### config.mk
export PLATFORM = sky130hd
export DESIGN_NAME = spi3w_regport
export DESIGN_NICKNAME = d
export VERILOG_FILES = /design/src/rtl/spi3w_pkg.sv /design/src/rtl/spi3w_sync.sv /design/src/rtl/spi3w_edge.sv /design/src/rtl/spi3w_ctrl.sv /design/src/rtl/spi3w_regport.sv
export SDC_FILE = /design/constraint.sdc
export NUM_CORES = 1
export LEC_CHECK = 0
export BUFFER_PORTS_ARGS = -buffer_cell sky130_fd_sc_hd__buf_2
export CAP_MARGIN = 20
export CORE_MARGIN = 2
export CORE_UTILIZATION = 59
export DETAILED_ROUTE_END_ITERATION = 6
export PLACE_DENSITY = 0.8
export SYNTH_ARGS = -nofsm -noshare
export SYNTH_HDL_FRONTEND = slang
export SYNTH_SLANG_ARGS = --single-unit
### constraint.sdc
create_clock -name clk -period 2.86 [get_ports clk]
set_clock_uncertainty 0.2 [all_clocks]
set_input_delay 0.572 -clock clk [delete_from_list [all_inputs] [get_ports clk]]
set_output_delay 0.572 -clock clk [all_outputs]
set_load 0.1 [all_outputs]
### src/rtl/spi3w_pkg.sv
`timescale 1ns/1ps
package spi3w_pkg;

  typedef enum logic [2:0] {
    ST_IDLE  = 3'd0,
    ST_INSTR = 3'd1,
    ST_WRITE = 3'd2,
    ST_READ  = 3'd3,
    ST_DONE  = 3'd4
  } spi3w_state_e;

  localparam logic [1:0] LEN_STREAM = 2'b11;

endpackage

### src/rtl/spi3w_sync.sv
`timescale 1ns/1ps
module spi3w_sync #(
  parameter int             N_SIG   = 3,
  parameter int             STAGES  = 2,
  parameter logic [N_SIG-1:0] RST_VAL = '0
) (
  input  logic             clk,
  input  logic             rst_n,
  input  logic [N_SIG-1:0] async_i,
  output logic [N_SIG-1:0] sync_o
);

  for (genvar g = 0; g < N_SIG; g++) begin : g_chain
    logic [STAGES-1:0] stage_q;

    always_ff @(posedge clk or negedge rst_n) begin
      if (!rst_n) begin
        stage_q <= {STAGES{RST_VAL[g]}};
      end else begin
        stage_q <= {stage_q[STAGES-2:0], async_i[g]};
      end
    end

    assign sync_o[g] = stage_q[STAGES-1];
  end

endmodule

### src/rtl/spi3w_edge.sv
`timescale 1ns/1ps
module spi3w_edge #(
  parameter int             N_SIG   = 2,
  parameter logic [N_SIG-1:0] RST_VAL = '0
) (
  input  logic             clk,
  input  logic             rst_n,
  input  logic [N_SIG-1:0] lvl_i,
  output logic [N_SIG-1:0] rise_o,
  output logic [N_SIG-1:0] fall_o
);

  logic [N_SIG-1:0] prev_q;

  always_ff @(posedge clk or negedge rst_n) begin
    if (!rst_n) begin
      prev_q <= RST_VAL;
    end else begin
      prev_q <= lvl_i;
    end
  end

  for (genvar g = 0; g < N_SIG; g++) begin : g_det
    assign rise_o[g] =  lvl_i[g] & ~prev_q[g];
    assign fall_o[g] = ~lvl_i[g] &  prev_q[g];
  end

endmodule

### src/rtl/spi3w_ctrl.sv
`timescale 1ns/1ps
module spi3w_ctrl
  import spi3w_pkg::*;
#(
  parameter int ADDR_W = 13,
  parameter int DATA_W = 8
) (
  input  logic              clk,
  input  logic              rst_n,
  input  logic              sclk_rise,
  input  logic              sclk_fall,
  input  logic              csb_lvl,
  input  logic              csb_fall,
  input  logic              csb_rise,
  input  logic              sdio_bit,
  output logic              sdio_o,
  output logic              sdio_oe,
  output logic [ADDR_W-1:0] reg_addr,
  output logic [DATA_W-1:0] reg_wdata,
  output logic              reg_wr,
  input  logic [DATA_W-1:0] reg_rdata
);

  localparam int INSTR_W = ADDR_W + 3;
  localparam int CNT_W   = $clog2(INSTR_W);
  localparam logic [CNT_W-1:0] INSTR_LAST = CNT_W'(INSTR_W - 1);
  localparam logic [CNT_W-1:0] BYTE_LAST  = CNT_W'(DATA_W - 1);

  spi3w_state_e        st_q, st_n;
  logic [CNT_W-1:0]    cnt_q, cnt_n;
  logic [INSTR_W-2:0]  ins_q, ins_n;
  logic                rw_q, rw_n;
  logic [1:0]          len_q, len_n;
  logic [1:0]          byte_q, byte_n;
  logic [ADDR_W-1:0]   addr_q, addr_n;
  logic [DATA_W-1:0]   rx_q, rx_n;
  logic [DATA_W-1:0]   tx_q, tx_n;
  logic [DATA_W-1:0]   wdata_q, wdata_n;
  logic                oe_q, oe_n;
  logic                wr_q, wr_n;
  logic                dec_q, dec_n;
  logic                last_byte;

  assign last_byte = (len_q != LEN_STREAM) && (byte_q == len_q);

  // next-state logic
  always_comb begin
    st_n    = st_q;
    cnt_n   = cnt_q;
    ins_n   = ins_q;
    rw_n    = rw_q;
    len_n   = len_q;
    byte_n  = byte_q;
    addr_n  = addr_q;
    rx_n    = rx_q;
    tx_n    = tx_q;
    wdata_n = wdata_q;
    oe_n    = oe_q;
    wr_n    = 1'b0;
    dec_n   = 1'b0;

    if (dec_q) begin
      addr_n = addr_q - 1'b1;
    end

    if (csb_lvl) begin
      st_n  = ST_IDLE;
      oe_n  = 1'b0;
      cnt_n = '0;
    end else begin
      unique case (st_q)
        ST_IDLE: begin
          if (csb_fall) begin
            st_n   = ST_INSTR;
            cnt_n  = '0;
            byte_n = '0;
          end
        end
        ST_INSTR: begin
          if (sclk_rise) begin
            if (cnt_q == INSTR_LAST) begin
              rw_n   = ins_q[INSTR_W-2];
              len_n  = ins_q[INSTR_W-3 -: 2];
              addr_n = {ins_q[ADDR_W-2:0], sdio_bit};
              cnt_n  = '0;
              st_n   = ins_q[INSTR_W-2] ? ST_READ : ST_WRITE;
            end else begin
              ins_n  = {ins_q[INSTR_W-3:0], sdio_bit};
              cnt_n  = cnt_q + 1'b1;
            end
          end
        end
        ST_WRITE: begin
          if (sclk_rise) begin
            rx_n = {rx_q[DATA_W-2:0], sdio_bit};
            if (cnt_q == BYTE_LAST) begin
              wdata_n = {rx_q[DATA_W-2:0], sdio_bit};
              wr_n    = 1'b1;
              dec_n   = 1'b1;
              cnt_n   = '0;
              byte_n  = byte_q + 1'b1;
              if (last_byte) begin
                st_n = ST_DONE;
              end
            end else begin
              cnt_n = cnt_q + 1'b1;
            end
          end
        end
        ST_READ: begin
          if (sclk_fall) begin
            oe_n = 1'b1;
            tx_n = (cnt_q == '0) ? reg_rdata : {tx_q[DATA_W-2:0], 1'b0};
          end
          if (sclk_rise) begin
            if (cnt_q == BYTE_LAST) begin
              cnt_n  = '0;
              addr_n = addr_q - 1'b1;
              byte_n = byte_q + 1'b1;
              if (last_byte) begin
                st_n = ST_DONE;
                oe_n = 1'b0;
              end
            end else begin
              cnt_n = cnt_q + 1'b1;
            end
          end
        end
        ST_DONE: begin
          st_n = ST_DONE;
        end
        default: begin
          st_n = ST_IDLE;
        end
      endcase
    end
  end

  // registers
  always_ff @(posedge clk or negedge rst_n) begin
    if (!rst_n) begin
      st_q    <= ST_IDLE;
      cnt_q   <= '0;
      ins_q   <= '0;
      rw_q    <= 1'b0;
      len_q   <= '0;
      byte_q  <= '0;
      addr_q  <= '0;
      rx_q    <= '0;
      tx_q    <= '0;
      wdata_q <= '0;
      oe_q    <= 1'b0;
      wr_q    <= 1'b0;
      dec_q   <= 1'b0;
    end else begin
      st_q    <= st_n;
      cnt_q   <= cnt_n;
      ins_q   <= ins_n;
      rw_q    <= rw_n;
      len_q   <= len_n;
      byte_q  <= byte_n;
      addr_q  <= addr_n;
      rx_q    <= rx_n;
      tx_q    <= tx_n;
      wdata_q <= wdata_n;
      oe_q    <= oe_n;
      wr_q    <= wr_n;
      dec_q   <= dec_n;
    end
  end

  assign sdio_o    = tx_q[DATA_W-1];
  assign sdio_oe   = oe_q;
  assign reg_addr  = addr_q;
  assign reg_wdata = wdata_q;
  assign reg_wr    = wr_q;


  oe_only_read_chk: assert property (@(posedge clk) disable iff (!rst_n)
    oe_q |-> (st_q == ST_READ));


  csb_release_chk: assert property (@(posedge clk) disable iff (!rst_n)
    csb_lvl |=> !oe_q);


  csb_rise_idle_chk: assert property (@(posedge clk) disable iff (!rst_n)
    csb_rise |=> (st_q == ST_IDLE));


  wr_single_chk: assert property (@(posedge clk) disable iff (!rst_n)
    wr_q |=> !wr_q);


  wr_not_read_chk: assert property (@(posedge clk) disable iff (!rst_n)
    wr_q |-> !rw_q);


  addr_step_chk: assert property (@(posedge clk) disable iff (!rst_n)
    wr_q |=> (addr_q == $past(addr_q) - 1'b1));

endmodule

### src/rtl/spi3w_regport.sv
`timescale 1ns/1ps
module spi3w_regport #(
  parameter int ADDR_W      = 13,
  parameter int DATA_W      = 8,
  parameter int SYNC_STAGES = 2
) (
  input  logic              clk,
  input  logic              rst_n,
  input  logic              sclk_i,
  input  logic              csb_i,
  input  logic              sdio_i,
  output logic              sdio_o,
  output logic              sdio_oe,
  output logic [ADDR_W-1:0] reg_addr,
  output logic [DATA_W-1:0] reg_wdata,
  output logic              reg_wr,
  input  logic [DATA_W-1:0] reg_rdata
);

  // bit order of the synchronised vector: {sdio, csb, sclk}
  localparam logic [2:0] PIN_RST  = 3'b010;
  localparam logic [1:0] EDGE_RST = PIN_RST[1:0];

  logic [2:0] pin_s;
  logic [1:0] pin_rise;
  logic [1:0] pin_fall;

  spi3w_sync #(
    .N_SIG   (3),
    .STAGES  (SYNC_STAGES),
    .RST_VAL (PIN_RST)
  ) sync_i (
    .clk     (clk),
    .rst_n   (rst_n),
    .async_i ({sdio_i, csb_i, sclk_i}),
    .sync_o  (pin_s)
  );

  spi3w_edge #(
    .N_SIG   (2),
    .RST_VAL (EDGE_RST)
  ) edge_i (
    .clk    (clk),
    .rst_n  (rst_n),
    .lvl_i  (pin_s[1:0]),
    .rise_o (pin_rise),
    .fall_o (pin_fall)
  );

  spi3w_ctrl #(
    .ADDR_W (ADDR_W),
    .DATA_W (DATA_W)
  ) ctrl_i (
    .clk       (clk),
    .rst_n     (rst_n),
    .sclk_rise (pin_rise[0]),
    .sclk_fall (pin_fall[0]),
    .csb_lvl   (pin_s[1]),
    .csb_fall  (pin_fall[1]),
    .csb_rise  (pin_rise[1]),
    .sdio_bit  (pin_s[2]),
    .sdio_o    (sdio_o),
    .sdio_oe   (sdio_oe),
    .reg_addr  (reg_addr),
    .reg_wdata (reg_wdata),
    .reg_wr    (reg_wr),
    .reg_rdata (reg_rdata)
  );

endmodule

==> impl_metrics.py <==
metrics = {
    "global_route": {
        "antenna_found_initial": 0,
        "busiest_layer": "met2",
        "grt_max_degree": 73,
        "grt-ovfl-total": 0,
        "grtUsageTotal_pct": 23.2,
        "met3_usage_pct": 3.96,
        "grtUsageMet1_pct": 34.2,
        "use_met2_pct": 34.4,
        "grt_pass1_wl_mm": 12.9,
        "grt_pass1_vias": 2593,
    },
    "critical_path": {
        "reg2regPathDepth": 6,
        "endpoint_kind": "output port",
        "r2r-end": "ctrl_i.reg_addr[0]$_DFF_PN0_",
        "critical_path.max_stage_delay_ns": 0.76,
        "worst-path-buf-inv": 1,
        "worstPathCellList": "buf_2",
        "crit_path_top_delay_cell": "dfrtp_1",
        "r2r_slack_ns": 0.53,
        "critPathMaxFanout": 17,
        "worstReg2RegStart": "ctrl_i.cnt_q[1]$_DFFE_PN0P_",
        "setup.worst_path.class": "register to output port",
        "crit_family": "flip-flops",
        "arrival_ns": 1.65,
        "required_ns": 2.09,
        "cp-start-kind": "register",
    },
    "run": {
        "cap_violations": 0,
    },
    "finish": {
        "mostFrequentLayoutCells": "69 x dfrtp_1, 36 x buf_2, 29 x nand2_1",
        "antenna_cells": 0,
        "instances_no_fill": 444,
        "fill_cells": 458,
        "drive_gt1_share_pct": 27.1,
        "area_delta_synth_final_pct": 11.5,
        "nets": 380,
        "final_common_cell": "dfrtp_1",
    },
    "detailed_routing": {
        "antenna_left": 0,
        "wl_mm": 7.77,
        "vias_per_cell": 6.17,
        "dr.first_iter.drc_count": 242,
        "routedWlPerCell_um": 17.5,
        "vias": 2738,
        "first_pass_iters": 5,
        "drc": 0,
    },
    "logic_synthesis": {
        "synth_top_cell_by_area": "dfrtp_1",
        "ys_seq_elements": 72,
        "avgSynthCellArea_sq_um": 11.4,
        "yosys_warnings": 0,
        "netlist_area_sq_um": 3740,
        "synth_edf_count": 0,
        "synth-seq-area-share_pct": 48.3,
        "ys.flop_type": "dfrtp_1",
        "syn_inst": 329,
        "synthArstFlopShare_pct": 100,
        "synth_cell_types": 67,
        "synth_area_leaders": "dfrtp_1 46%, mux2_2 3.9%, mux2_1 3.6%",
        "syn_nets": 345,
        "yosysTopAreaCellShare_pct": 46.2,
    },
    "clocking": {
        "clk_pin_slew_ns": 0.08,
        "cts_setup_buffers": 0,
        "cts_hold_buf": 0,
        "numCtsBuffers": 9,
        "cts_sinks": 72,
        "post_cts_resized": 0,
        "clk_path_buf_depth": 2,
        "htreeDepth": 3,
        "cts_tree": "done",
        "clk_root_buffer_cell": "clkbuf_8",
        "clk_latency_ns": 0.35,
    },
    "floorplanning": {
        "core_area_sq_um": 6030,
        "fp.dieH_um": 83.6,
        "num_io_pins": 37,
        "rows": 28,
        "die_w_um": 83.6,
        "die_area_sq_um": 6990,
        "start_util_pct": 62.0,
    },
    "sta": {
        "fmax_mhz": 413,
        "hold_viol_final": 0,
        "slew_viol_final": 0,
        "slew_headroom_pct": 50.5,
        "post-route-period-util_pct": 84.6,
        "tns_ns": 0,
        "min_period_ns": 2.42,
        "max_slew.worst_pin.slew_ns": 0.737,
        "setup_viol_count_final": 0,
        "rsz0062_at_grt": "no",
    },
    "power": {
        "vdd_drop_max_mv": 0.298,
        "powerDensity_nw_per_um2": 510,
        "p_leak_nw": 2.07,
    },
    "run_status": {
        "outcome": "finished clean",
    },
    "hold_path": {
        "hold_class": "input pin to async pin",
    },
    "place": {
        "gp_congestion": 0.923,
        "placedCellCount": 428,
        "hpwl_mm": 5.37,
        "port-buffer-count": 36,
    },
}
-- cells by family (layout without fill, tap and decap cells) --
kind of cell             count (synthesis)  in the layout  synth area share, %
AND/OR/NAND/NOR                        100            100                 17.2
AO/OA/AOI/OAI                           67             67                 12.3
buffers and inverters                   25             65                 3.38
flip-flops                              72             72                 48.3
multiplexers                            41             41                 12.9
adder cells (fa/ha/maj)                  3              3                 1.00
XOR/XNOR                                21             21                 4.92
-- metal layers --
layer  share of wire, %  vias to the layer above
met1                 46                     1339
met4                2.3                        0
met2                 46                      117
li1                   -                     1262
met3                5.7                       20
met5                  0                        -
-- per-stage QoR --
| stage | cell area, sq um | hold slack [ns] | setup WS, ns | power [mW] | utilization [%] |
|---|---|---|---|---|---|
| 2_1_floorplan | 3740 | 0.0764 | 0.332 | 1.24 | - |
| 3_3_place_gp | 3960 | 0.134 | 0.611 | 1.31 | 65.7 |
| 3_5_place_dp | 3960 | 0.136 | 0.549 | 1.31 | 65.7 |
| 4_1_cts | 4170 | 0.0590 | 0.454 | 2.14 | 69.2 |
| 5_1_grt | 4170 | 0.0746 | 0.264 | 2.21 | 69.2 |
| 6_report | 4170 | 0.0450 | 0.440 | 2.13 | 69.2 |
-- power by group --
| part | internal, mW | leakage, nW | switching, mW |
|---|---|---|---|
| clock network | 0.453 | 0.103 | 0.378 |
| logic | 0.0938 | 1.03 | 0.112 |
| registers | 1.05 | 0.939 | 0.0394 |
| total | 1.60 | 2.07 | 0.529 |
-- how the worst max path moves through the flow --
stage / startpoint / endpoint / slack, ns / cells after the start
after floorplan: ctrl_i.reg_addr[0]$_DFF_PN0_ / ctrl_i.reg_addr[8]$_DFF_PN0_ / 0.33 / 6
after global placement: ctrl_i.st_q[1]$_DFFE_PN0P_ / ctrl_i.reg_wdata[2]$_DFFE_PN0P_ / 0.61 / 3
after detailed placement: ctrl_i.st_q[1]$_DFFE_PN0P_ / ctrl_i.reg_wdata[3]$_DFFE_PN0P_ / 0.55 / 3
after CTS: ctrl_i.reg_wr$_DFF_PN0_ / reg_wr / 0.45 / 1
after global routing: ctrl_i.cnt_q[1]$_DFFE_PN0P_ / ctrl_i.reg_addr[0]$_DFF_PN0_ / 0.26 / 6
final: ctrl_i.reg_wr$_DFF_PN0_ / reg_wr / 0.44 / 1
-- synthesized netlist by cell type, drive strengths merged, types with 3 or more instances --
master	number
dfrtp	69
mux2	33
nand2	29
o21ai	21
nor2	17
buf	14
nand3	11
xor2	11
nor3	10
xnor2	10
a21oi	9
inv	9
mux2i	8
nor3b	5
nor4	5
a211oi	4
a31oi	4
nand2b	4
o221ai	4
o22ai	4
dfstp	3
ha	3
nand3b	3
o21a	3
-- layout make-up --
type	instances	area (sq um)	share of cell area, %
Tap cell	75	93.8	2.25
Clock buffer	12	155	3.72
Multi-Input combinational cell	232	1810	43.3
Sequential cell	72	1810	43.3
Inverter	9	33.8	0.811
Timing Repair Buffer	40	223	5.34
Clock inverter	4	51.3	1.23
-- state kept, by name, indices dropped and copies added (netlist names) --
name / flops
edge_i.prev_q: 2
ctrl_i.st_q: 3
ctrl_i.tx_q: 8
ctrl_i.rx_q: 7
ctrl_i.sdio_oe: 1
ctrl_i.reg_addr: 13
ctrl_i.len_q: 2
ctrl_i.cnt_q: 4
ctrl_i.ins_q: 15
sync_i.g_chain.stage_q: 6
ctrl_i.reg_wr: 1
ctrl_i.reg_wdata: 8
ctrl_i.byte_q: 2
(Power assumes the default switching activity.)
